===== config.mk =====
export PLATFORM = sky130hd
export DESIGN_NAME = flow_rule_matcher
export DESIGN_NICKNAME = d
export VERILOG_FILES = /design/src/rtl/frm_pkg.sv /design/src/rtl/frm_rule_store.sv /design/src/rtl/frm_rule_compare.sv /design/src/rtl/frm_prio_select.sv /design/src/rtl/flow_rule_matcher.sv
export SDC_FILE = /design/constraint.sdc
export NUM_CORES = 2
export LEC_CHECK = 0
export ABC_CLOCK_PERIOD_IN_PS = 14600
export CAP_MARGIN = 20
export CELL_PAD_IN_SITES_DETAIL_PLACEMENT = 1
export CELL_PAD_IN_SITES_GLOBAL_PLACEMENT = 2
export CORE_MARGIN = 2
export CORE_UTILIZATION = 25
export DETAILED_ROUTE_END_ITERATION = 10
export DONT_BUFFER_PORTS = 1
export PLACE_DENSITY = 0.53
export SLEW_MARGIN = 20
export SYNTH_ARGS = -nofsm -noshare
export SYNTH_HDL_FRONTEND = slang
export SYNTH_SLANG_ARGS = --single-unit

===== constraint.sdc =====
create_clock -name clk -period 14.6 [get_ports clk]
set_clock_uncertainty 0.05 [all_clocks]
set_input_delay 1.46 -clock clk [delete_from_list [all_inputs] [get_ports clk]]
set_output_delay 1.46 -clock clk [all_outputs]
set_load 0.02 [all_outputs]

===== src/rtl/frm_pkg.sv =====
package frm_pkg;

  localparam int PORT_W  = 32;
  localparam int ETYPE_W = 16;
  localparam int IPV4_W  = 32;

  typedef struct packed {
    logic [PORT_W-1:0]  port;
    logic [ETYPE_W-1:0] etype;
    logic [IPV4_W-1:0]  src_ip;
    logic [IPV4_W-1:0]  dst_ip;
  } hdr_key_t;

  typedef struct packed {
    logic port;
    logic etype;
    logic src_ip;
    logic dst_ip;
  } wild_t;

  // One field passes when wildcarded or equal over its full width.
  function automatic logic field_pass32(input logic any, input logic [31:0] want,
                                        input logic [31:0] got);
    return any || (want == got);
  endfunction

  function automatic logic field_pass16(input logic any, input logic [15:0] want,
                                        input logic [15:0] got);
    return any || (want == got);
  endfunction

  // All four field conditions are ANDed.
  function automatic logic key_hit(input hdr_key_t want, input wild_t any,
                                   input hdr_key_t got);
    return field_pass32(any.port,   want.port,   got.port)
        && field_pass16(any.etype,  want.etype,  got.etype)
        && field_pass32(any.src_ip, want.src_ip, got.src_ip)
        && field_pass32(any.dst_ip, want.dst_ip, got.dst_ip);
  endfunction

endpackage


===== src/rtl/frm_rule_store.sv =====
module frm_rule_store
  import frm_pkg::*;
#(
  parameter int NUM_RULES  = 8,
  parameter int NUM_EGRESS = 3,
  parameter int PRIO_W     = 8,
  localparam int IDX_W     = (NUM_RULES > 1) ? $clog2(NUM_RULES) : 1
) (
  input  logic                                 clk,
  input  logic                                 rst_n,
  input  logic                                 wr_en,
  input  logic [IDX_W-1:0]                     wr_idx,
  input  logic                                 wr_valid,
  input  logic [PRIO_W-1:0]                    wr_prio,
  input  logic [NUM_EGRESS-1:0]                wr_egress,
  input  hdr_key_t                             wr_key,
  input  wild_t                                wr_wild,
  output logic [NUM_RULES-1:0]                 rule_valid,
  output logic [NUM_RULES-1:0][PRIO_W-1:0]     rule_prio,
  output logic [NUM_RULES-1:0][NUM_EGRESS-1:0] rule_egress,
  output hdr_key_t [NUM_RULES-1:0]             rule_key,
  output wild_t [NUM_RULES-1:0]                rule_wild
);

  for (genvar i = 0; i < NUM_RULES; i++) begin : g_entry
    logic sel;
    assign sel = wr_en && (wr_idx == IDX_W'(i));

    always_ff @(posedge clk or negedge rst_n) begin
      if (!rst_n) begin
        rule_valid[i]  <= 1'b0;
        rule_prio[i]   <= '0;
        rule_egress[i] <= '0;
        rule_key[i]    <= '0;
        rule_wild[i]   <= '0;
      end else if (sel) begin
        rule_valid[i]  <= wr_valid;
        rule_prio[i]   <= wr_prio;
        rule_egress[i] <= wr_egress;
        rule_key[i]    <= wr_key;
        rule_wild[i]   <= wr_wild;
      end
    end
  end

  AST_WRITE_LANDS: assert property (@(posedge clk) disable iff (!rst_n)
    wr_en |=> (rule_valid[$past(wr_idx)] == $past(wr_valid))
           && (rule_prio[$past(wr_idx)] == $past(wr_prio)))
    else $error("write did not land in the addressed entry");

endmodule


===== src/rtl/frm_rule_compare.sv =====
module frm_rule_compare
  import frm_pkg::*;
#(
  parameter int NUM_RULES = 8
) (
  input  logic                     clk,
  input  logic                     rst_n,
  input  hdr_key_t                 pkt_key,
  input  logic [NUM_RULES-1:0]     rule_valid,
  input  hdr_key_t [NUM_RULES-1:0] rule_key,
  input  wild_t [NUM_RULES-1:0]    rule_wild,
  output logic [NUM_RULES-1:0]     hit_vec
);

  for (genvar i = 0; i < NUM_RULES; i++) begin : g_cmp
    logic key_ok;
    assign key_ok     = key_hit(rule_key[i], rule_wild[i], pkt_key);
    assign hit_vec[i] = rule_valid[i] && key_ok;

    AST_DISABLED_SILENT: assert property (@(posedge clk) disable iff (!rst_n)
      !rule_valid[i] |-> !hit_vec[i])
      else $error("disabled rule %0d matched", i);

    AST_ALL_WILD_HITS: assert property (@(posedge clk) disable iff (!rst_n)
      (rule_valid[i] && (rule_wild[i] == 4'b1111)) |-> hit_vec[i])
      else $error("fully wildcarded rule %0d missed", i);
  end

endmodule


===== src/rtl/frm_prio_select.sv =====
module frm_prio_select #(
  parameter int NUM_RULES = 8,
  parameter int PRIO_W    = 8,
  localparam int IDX_W    = (NUM_RULES > 1) ? $clog2(NUM_RULES) : 1
) (
  input  logic                             clk,
  input  logic                             rst_n,
  input  logic [NUM_RULES-1:0]             hit_vec,
  input  logic [NUM_RULES-1:0][PRIO_W-1:0] rule_prio,
  output logic                             any_hit,
  output logic [IDX_W-1:0]                 win_idx
);

  logic [PRIO_W-1:0] best_prio;

  // Ascending scan; only a strictly larger value displaces, so ties keep the lower index.
  always_comb begin
    any_hit   = 1'b0;
    win_idx   = '0;
    best_prio = '0;
    for (int i = 0; i < NUM_RULES; i++) begin
      if (hit_vec[i] && (!any_hit || (rule_prio[i] > best_prio))) begin
        any_hit   = 1'b1;
        win_idx   = IDX_W'(i);
        best_prio = rule_prio[i];
      end
    end
  end

  AST_WIN_IS_HIT: assert property (@(posedge clk) disable iff (!rst_n)
    any_hit |-> hit_vec[win_idx])
    else $error("winner index points at a non-matching rule");

  AST_HIT_FLAG: assert property (@(posedge clk) disable iff (!rst_n)
    (hit_vec != '0) |-> any_hit)
    else $error("matching rule present but no hit");

  always_ff @(posedge clk) begin
    if (rst_n && any_hit) begin
      for (int i = 0; i < NUM_RULES; i++) begin
        if (hit_vec[i]) begin
          AST_NONE_HIGHER: assert (!(rule_prio[i] > rule_prio[win_idx]))
            else $error("rule %0d outranks the winner", i);
          AST_TIE_LOW_IDX: assert (!((rule_prio[i] == rule_prio[win_idx]) && (IDX_W'(i) < win_idx)))
            else $error("tie lost to a higher index at %0d", i);
        end
      end
    end
  end

endmodule


===== src/rtl/flow_rule_matcher.sv =====
module flow_rule_matcher
  import frm_pkg::*;
#(
  parameter int NUM_RULES  = 8,
  parameter int NUM_EGRESS = 3,
  parameter int PRIO_W     = 8,
  localparam int IDX_W     = (NUM_RULES > 1) ? $clog2(NUM_RULES) : 1
) (
  input  logic                  clk,
  input  logic                  rst_n,
  input  logic                  cfg_we,
  input  logic [IDX_W-1:0]      cfg_idx,
  input  logic                  cfg_valid,
  input  logic [PRIO_W-1:0]     cfg_prio,
  input  logic [NUM_EGRESS-1:0] cfg_egress,
  input  logic [31:0]           cfg_port,
  input  logic                  cfg_port_any,
  input  logic [15:0]           cfg_etype,
  input  logic                  cfg_etype_any,
  input  logic [31:0]           cfg_sip,
  input  logic                  cfg_sip_any,
  input  logic [31:0]           cfg_dip,
  input  logic                  cfg_dip_any,
  input  logic                  in_valid,
  input  logic [31:0]           in_port,
  input  logic [15:0]           in_etype,
  input  logic [31:0]           in_sip,
  input  logic [31:0]           in_dip,
  output logic                  out_valid,
  output logic                  out_hit,
  output logic [IDX_W-1:0]      out_rule,
  output logic [NUM_EGRESS-1:0] out_egress
);

  hdr_key_t wr_key, pkt_key;
  wild_t    wr_wild;

  assign wr_key  = '{port: cfg_port, etype: cfg_etype, src_ip: cfg_sip, dst_ip: cfg_dip};
  assign wr_wild = '{port: cfg_port_any, etype: cfg_etype_any,
                     src_ip: cfg_sip_any, dst_ip: cfg_dip_any};
  assign pkt_key = '{port: in_port, etype: in_etype, src_ip: in_sip, dst_ip: in_dip};

  logic [NUM_RULES-1:0]                 rule_valid;
  logic [NUM_RULES-1:0][PRIO_W-1:0]     rule_prio;
  logic [NUM_RULES-1:0][NUM_EGRESS-1:0] rule_egress;
  hdr_key_t [NUM_RULES-1:0]             rule_key;
  wild_t [NUM_RULES-1:0]                rule_wild;
  logic [NUM_RULES-1:0]                 hit_vec;
  logic                                 any_hit;
  logic [IDX_W-1:0]                     win_idx;
  logic [NUM_EGRESS-1:0]                win_egress;

  frm_rule_store #(
    .NUM_RULES(NUM_RULES), .NUM_EGRESS(NUM_EGRESS), .PRIO_W(PRIO_W)
  ) u_store (
    .clk(clk), .rst_n(rst_n),
    .wr_en(cfg_we), .wr_idx(cfg_idx), .wr_valid(cfg_valid), .wr_prio(cfg_prio),
    .wr_egress(cfg_egress), .wr_key(wr_key), .wr_wild(wr_wild),
    .rule_valid(rule_valid), .rule_prio(rule_prio), .rule_egress(rule_egress),
    .rule_key(rule_key), .rule_wild(rule_wild)
  );

  frm_rule_compare #(.NUM_RULES(NUM_RULES)) u_cmp (
    .clk(clk), .rst_n(rst_n), .pkt_key(pkt_key),
    .rule_valid(rule_valid), .rule_key(rule_key), .rule_wild(rule_wild),
    .hit_vec(hit_vec)
  );

  frm_prio_select #(.NUM_RULES(NUM_RULES), .PRIO_W(PRIO_W)) u_sel (
    .clk(clk), .rst_n(rst_n), .hit_vec(hit_vec), .rule_prio(rule_prio),
    .any_hit(any_hit), .win_idx(win_idx)
  );

  assign win_egress = any_hit ? rule_egress[win_idx] : '0;

  always_ff @(posedge clk or negedge rst_n) begin
    if (!rst_n) begin
      out_valid  <= 1'b0;
      out_hit    <= 1'b0;
      out_rule   <= '0;
      out_egress <= '0;
    end else begin
      out_valid  <= in_valid;
      out_hit    <= in_valid && any_hit;
      out_rule   <= (in_valid && any_hit) ? win_idx : '0;
      out_egress <= in_valid ? win_egress : '0;
    end
  end

  AST_VALID_NEXT: assert property (@(posedge clk) disable iff (!rst_n)
    in_valid |=> out_valid)
    else $error("result strobe missing");

  AST_IDLE_NEXT: assert property (@(posedge clk) disable iff (!rst_n)
    !in_valid |=> (!out_valid && !out_hit && (out_egress == '0)))
    else $error("outputs active without a lookup");

  AST_MISS_DROPS: assert property (@(posedge clk) disable iff (!rst_n)
    (out_valid && !out_hit) |-> ((out_egress == '0) && (out_rule == '0)))
    else $error("miss forwarded a packet");

endmodule


After elaboration in Yosys (flattened, before gate mapping) --
Cells that the tools add are included. Widths: inputs -> output; s select.
Word-level totals: register bits 1032
Operators by class: magnitude comparators 8, eq/ne operators 39, mux-type cells 27, reduce and logical (&&, ||, !) cells 95
Operators with widths (number):
- $eq 32x32->1 | 24
- $eq 16x16->1 | 8
- $gt 8x8->1 | 7
- $mux 8 | 7
- $logic_and 1x1->1 | 48
- $logic_or 1x1->1 | 39
- $mux 3 | 8
- $eq 3x3->1 const B | 4
- $bmux 3 s3 | 1
- $mux 1 | 9
- $logic_not 1->1 | 7
- $eq 3x2->1 const B | 2
- $lt 3x4->1 const B | 1
- $mux 2 | 2
- $eq 3x1->1 const B | 1
- $logic_not 3->1 | 1

Logic depth before layout (Yosys ltp) --
word-level depth 39, mapped depth 85, depth with buffers taken out 79

By module --
Synthesis repeated with hierarchy kept, for this count alone.
Unflattened totals: cell total of the unflattened synthesis 3872, area total of the unflattened synthesis 51574.5 µm²
By module, submodules not included:
- frm_rule_store | instances 1, cells each 2168, area each 38120.3 µm², seq. area each 25624.6 µm²
- frm_rule_compare | instances 1, cells each 1328, area each 10561.4 µm², seq. area each 0.0 µm²
- frm_prio_select | instances 1, cells each 334, area each 2426.1 µm², seq. area each 0.0 µm²
- flow_rule_matcher | instances 1, cells each 42, area each 466.7 µm², seq. area each 200.2 µm²

Worst setup path before layout --
No wires, ideal clock.
path kind input-to-reg, from in in_port[30], to reg out_egress[1], data arrival time 15444 ps, data required time 14428 ps, slack -1015 ps, cell stages on the path 81, cells stage by stage buf_4 > xnor2_1 > nand4_1 > nor4_1 > a21oi_1 > nor4_2 > and2_1 > inv_1 > ha_1 > nor2b_1 > o21a_1 > o21a_1 > o21bai_1 > a21oi_1 > o21ai_2 > mux2_1 > inv_1 > ha_1 > [... 45 more ...] > o31a_1 > a22o_1 > clkbuf_1 > nor2_1 > a222oi_1 > ha_1 > nor2b_1 > o21a_1 > o21a_1 > o21ai_0 > a21oi_1 > o211ai_1 > o31ai_1 > a311o_1 > buf_2 > mux2i_1 > mux2i_1 > a32o_1
On the way: cells in the longest elaborated chain, start to end 39
RTL lines:
- from (decl) | RTL line flow_rule_matcher.sv:25 | input logic [31:0] in_port,
- $eq 32x32->1 | RTL line frm_pkg.sv:24 | return any || (want == got);
- $logic_or 1x1->1 | RTL line frm_pkg.sv:24
- $logic_and 1x1->1 | RTL line frm_pkg.sv:36 | && field_pass16(any.etype, want.etype, got.etype)
- $logic_and 1x1->1 | RTL line frm_pkg.sv:37 | && field_pass32(any.src_ip, want.src_ip, got.src_ip)
- $logic_and 1x1->1 | RTL line frm_pkg.sv:38 | && field_pass32(any.dst_ip, want.dst_ip, got.dst_ip);
- $logic_and 1x1->1 | RTL line frm_rule_compare.sv:18 | assign hit_vec[i] = rule_valid[i] && key_ok;
- $mux 8 or $mux 1 (tied branches) | RTL line frm_prio_select.sv:22 | if (hit_vec[i] && (!any_hit || (rule_prio[i] > best_prio))) begin
- $gt 8x8->1 or $logic_not 1->1 (tied branches) | RTL line frm_prio_select.sv:22
- [... 23 more ...]
- $gt 8x8->1 or $logic_not 1->1 (tied branches) | RTL line frm_prio_select.sv:22
- $logic_or 1x1->1 | RTL line frm_prio_select.sv:22
- $logic_and 1x1->1 | RTL line frm_prio_select.sv:22
- $mux 3 | RTL line frm_prio_select.sv:22
- $bmux 3 s3 | RTL line flow_rule_matcher.sv:74 | assign win_egress = any_hit ? rule_egress[win_idx] : '0;
- $mux 3 (implied by the code) | RTL line flow_rule_matcher.sv:74
- $mux 3 (*) | RTL line flow_rule_matcher.sv:74
- $mux 3 (*) | RTL line flow_rule_matcher.sv:86 | out_egress <= in_valid ? win_egress : '0;
- to (signal assigned) | RTL line flow_rule_matcher.sv:86
- to (decl) | RTL line flow_rule_matcher.sv:32 | output logic [NUM_EGRESS-1:0] out_egress
Every way passes the cells marked *; elsewhere a longest branch is shown, timed or not. The select of a mux whose other input is x is not followed. A chain may end at the register's enable or synchronous reset.

Final worst setup path --
from in in_etype[5], to reg out_egress[0]
On the way: cells in the longest elaborated chain, start to end 39
RTL lines:
- from (decl) | RTL line flow_rule_matcher.sv:26 | input logic [15:0] in_etype,
- $eq 16x16->1 | RTL line frm_pkg.sv:29 | return any || (want == got);
- $logic_or 1x1->1 | RTL line frm_pkg.sv:29
- $logic_and 1x1->1 | RTL line frm_pkg.sv:36
- $logic_and 1x1->1 | RTL line frm_pkg.sv:37
- $logic_and 1x1->1 | RTL line frm_pkg.sv:38
- $logic_and 1x1->1 | RTL line frm_rule_compare.sv:18
- $mux 8 or $mux 1 (tied branches) | RTL line frm_prio_select.sv:22
- $gt 8x8->1 or $logic_not 1->1 (tied branches) | RTL line frm_prio_select.sv:22
- [... 23 more ...]
- $gt 8x8->1 or $logic_not 1->1 (tied branches) | RTL line frm_prio_select.sv:22
- $logic_or 1x1->1 | RTL line frm_prio_select.sv:22
- $logic_and 1x1->1 | RTL line frm_prio_select.sv:22
- $mux 3 | RTL line frm_prio_select.sv:22
- $bmux 3 s3 | RTL line flow_rule_matcher.sv:74
- $mux 3 (implied by the code) | RTL line flow_rule_matcher.sv:74
- $mux 3 (*) | RTL line flow_rule_matcher.sv:74
- $mux 3 (*) | RTL line flow_rule_matcher.sv:86
Marked as above.

==> results.json <==
{
  "finalHoldViolCount": 0,
  "synth_top_cell_by_area": "sky130_fd_sc_hd__dfrtp_1",
  "cell_internal_pwr_mw": 6.51,
  "synth.yosys.warnings": 0,
  "run_status": "completed",
  "worstHoldPathType": "input port to async pin",
  "power_density_nw_per_um2": 153,
  "drc": 0,
  "worstPathArrival_ps": 15060,
  "clock_latency_ps": 790,
  "fin_cells": 6647,
  "cts-root-to-sink-buffers": 3,
  "globalRouteTotalUtil": 0.170,
  "die_area_sq_um": 208000,
  "synth.yosys.seq_area_share": 0.507,
  "most_used_cell_along_the_critical_path": "sky130_fd_sc_hd__o21a_1",
  "number_of_antenna_violations_at_the_first_check_in_global_routing": 9,
  "tightestPinTransition_ps": 1230,
  "timing.max_cap.violations": 0,
  "synth_async_sr_flop_share": 1.00,
  "dpl_cell_area_sq_um": 54500,
  "worst_setup_path_end_kind": "flip-flop",
  "power_leakage_nw": 22.8,
  "tritoncts_clock_tree": "done",
  "maxSlewHeadroom": 0.169,
  "post-place-ws_ps": -1050,
  "timing.final.max_slew_violations": 0,
  "synth.avg_cell_area_sq_um": 13.3,
  "wire_length_of_the_first_global_routing_pass_mm": 254,
  "num_rows": 165,
  "grt_overflow": 0,
  "initial_utilization": 0.252,
  "clockRootBuffer": "sky130_fd_sc_hd__clkbuf_16",
  "timing.hold.ws_ps": 364,
  "sequentialPowerShare": 0.433,
  "number_of_global_route_vias_before_repair": 32700,
  "crit_required_ps": 15210,
  "grt_max_degree": 205,
  "detailroute.via_count": 30400,
  "rsz0062_at_grt": "yes",
  "layout-area-overhead-vs-synth_pct": 16.5,
  "die-height_um": 456,
  "portBuffers": 0,
  "synthCells": 3829,
  "cts.hold.buffers_added": 0,
  "place_hpwl_mm": 121,
  "tritoncts_num_sinks": 1032,
  "number_of_distinct_standard_cells_referenced_by_the_synthesized_netlist": 55,
  "drt-wirelength-per-cell_um": 26.8,
  "share_comb_of_total_power": 0.205,
  "cts.clk_slew.worst_paths_ps": 60,
  "final_total_power_mw": 9.08,
  "placedCellCount": 6386,
  "worst_setup_path_start_kind": "input port",
  "synth_commonest_cells": "sky130_fd_sc_hd__dfrtp_1 (1032), sky130_fd_sc_hd__mux2_2 (1022), sky130_fd_sc_hd__xnor2_1 (894)",
  "synth-seq-cells": 1032,
  "filler_cell_count": 21600,
  "synthMostInstantiatedCell": "sky130_fd_sc_hd__dfrtp_1",
  "critPathMaxStageDelay_ps": 490,
  "post_synth_main_area_contributors": "sky130_fd_sc_hd__dfrtp_1 (51%), sky130_fd_sc_hd__mux2_2 (23%), sky130_fd_sc_hd__xnor2_1 (15%), sky130_fd_sc_hd__nand4_1 (2.9%), sky130_fd_sc_hd__ha_1 (1.4%)",
  "drtAntennaViolNets": 0,
  "max-vdd-ir-drop_mv": 0.109,
  "final_min_period_over_clock_period": 0.990,
  "design_area_sq_um": 59400,
  "share_of_final_layout_standard_cells_stronger_than_drive_strength_1": 0.372,
  "achievable-frequency_mhz": 69.2,
  "timing.critical_path.slowest_stage_cell": "sky130_fd_sc_hd__a311o_2",
  "synthFlopType": "sky130_fd_sc_hd__dfrtp_1",
  "timing.setup.critical_path_class": "input port to flip-flop",
  "switching_share": 0.283,
  "dr.first_iter.drc_count": 1371,
  "ctsHtreeMaxLevel": 4,
  "cts_buffers": 134,
  "clockPowerShare": 0.362,
  "routed_wirelength_mm": 178,
  "die_w_um": 456,
  "drt-pass1-iter-count": 5,
  "place_congestion": 0.761,
  "number_of_synthesized_flops_with_an_enable_pin": 0,
  "final_net_count": 4164,
  "synth_top_area_frac": 0.507,
  "worst-path-max-fanout": 8,
  "setup_violations": 0,
  "core_area_sq_um": 203000,
  "synth_nets": 4132,
  "netlist_area_sq_um": 51000,
  "ios": 255,
  "switchingPower_mw": 2.57,
  "vias_per_cell": 4.57,
  "period_needed_ps": 14450,
  "final_critical_path_setup_slack_ps": 151
}
[layout by cell type, fill, tap and decap left out, types with 5 or more instances in the layout]
cell type / Yosys / routed
sky130_fd_sc_hd__dfrtp_1: 1032 / 1032
sky130_fd_sc_hd__mux2_2: 1022 / 1022
sky130_fd_sc_hd__xnor2_1: 894 / 866
sky130_fd_sc_hd__nand4_1: 236 / 236
sky130_fd_sc_hd__clkbuf_16: 0 / 136
sky130_fd_sc_hd__buf_4: 17 / 106
sky130_fd_sc_hd__nor4_1: 63 / 56
sky130_fd_sc_hd__ha_1: 56 / 45
sky130_fd_sc_hd__inv_1: 49 / 41
sky130_fd_sc_hd__clkbuf_1: 109 / 37
sky130_fd_sc_hd__clkbuf_8: 0 / 29
sky130_fd_sc_hd__xnor2_2: 2 / 28
sky130_fd_sc_hd__a21oi_1: 35 / 26
sky130_fd_sc_hd__mux2_4: 22 / 25
sky130_fd_sc_hd__diode_2: 0 / 19
sky130_fd_sc_hd__o21ai_0: 24 / 18
sky130_fd_sc_hd__mux2i_1: 16 / 16
sky130_fd_sc_hd__o21a_1: 13 / 13
sky130_fd_sc_hd__nand3_1: 13 / 13
sky130_fd_sc_hd__a21o_1: 11 / 11
sky130_fd_sc_hd__nand2_1: 11 / 11
sky130_fd_sc_hd__ha_4: 0 / 11
sky130_fd_sc_hd__buf_16: 0 / 10
sky130_fd_sc_hd__a21oi_2: 0 / 9
sky130_fd_sc_hd__and2_1: 10 / 8
sky130_fd_sc_hd__nor2_1: 11 / 8
sky130_fd_sc_hd__nor2b_4: 0 / 7
sky130_fd_sc_hd__inv_2: 0 / 7
sky130_fd_sc_hd__a222oi_1: 7 / 7
sky130_fd_sc_hd__inv_6: 0 / 7
sky130_fd_sc_hd__clkinv_2: 0 / 7
sky130_fd_sc_hd__nor4_2: 1 / 6
sky130_fd_sc_hd__o21ai_2: 1 / 6
sky130_fd_sc_hd__buf_6: 19 / 6
sky130_fd_sc_hd__o211ai_1: 5 / 5
sky130_fd_sc_hd__buf_12: 0 / 5
[cell families after synthesis]
kind of cell	count (synthesis)	share of synthesized area
multiplexers	1067	0.237
buffers and inverters	280	0.0266
AND/OR/NAND/NOR	376	0.0458
adder cells (fa/ha/maj)	56	0.0137
XOR/XNOR	896	0.154
AO/OA/AOI/OAI	122	0.0161
flip-flops	1032	0.507
[area by class of cell]
cell class,count,area (sq um),share of cell area
Timing Repair Buffer,127,1240,0.0209
Multi-Input combinational cell,2517,24400,0.411
Inverter,49,186,0.00314
Clock inverter,29,383,0.00645
Clock buffer,202,3940,0.0663
Tap cell,2672,3340,0.0563
Sequential cell,1032,25800,0.435
Antenna cell,19,47.5,0.000800
[power by group through the flow]
stage	Combinational, mW	Clock (mW)	Sequential [mW]
after floorplan	1.42	0	3.87
final	1.86	3.28	3.93
after CTS	1.86	3.41	3.93
after global placement	1.82	0	3.96
after detailed placement	1.84	0	3.98
after global routing	2.03	3.52	4.02
[worst paths after layout]
| check | startpoint | end | slack (ps) | cells past startpoint |
|---|---|---|---|---|
| worst max-delay path | in_etype[5] | out_egress[0] | 150 | 78 |
| worst min-delay path | rst_n | u_store.rule_key[352] | 360 | 0 |
| worst max register to register | u_store.rule_key[69] | out_egress[0] | 390 | 78 |
| worst min register to register | u_store.rule_prio[6] | u_store.rule_prio[6] | 450 | 1 |
| max in group asynchronous | rst_n | u_store.rule_key[496] | 11980 | 3 |
| min in group clk | u_store.rule_prio[6] | u_store.rule_prio[6] | 450 | 1 |
[sequential cells by signal, indices dropped and copies added (netlist names)]
name and flops:
out_hit 1, out_egress 3, u_store.rule_key 896, out_rule 3
out_valid 1, u_store.rule_egress 24, u_store.rule_wild 32, u_store.rule_prio 64
u_store.rule_valid 8
[worst max-delay path, delay by kind of cell]
kind                       cells  cell delay [ps]
adders and majority gates      7             1440
AOI/OAI and AO/OA             43             7350
xor gates and xnor gates       1              140
and+or+nand+nor               11             1840
buffers and inverters          9              940
muxes                          7             1850
[layer usage]
| layer | up-vias | global-route usage | share of wire | wire, um |
|---|---|---|---|---|
| li1 | 13500 | - | - | - |
| met2 | 450 | 0.281 | 0.48 | 86100 |
| met1 | 16200 | 0.221 | 0.45 | 79900 |
| met5 | - | 0 | 0.00012 | 22 |
| met4 | 4 | 0.0537 | 0.024 | 4300 |
| met3 | 192 | 0.0359 | 0.044 | 7750 |
[per-stage QoR]
stage / utilization / TNS [ps]
final: 0.293 / 0
after detailed placement: 0.269 / -5200
after global routing: 0.293 / -2450
after global placement: 0.269 / -3260
after CTS: 0.291 / 0
after floorplan: - / -332
[repair_timing]
action                     CTS  global route
pin swaps                    1            45
setup endpoints to repair    3             6
gates cloned                 0             0
gates resized for setup      3            69
setup buffers                0            10
Power figures use the tool's default switching activity.
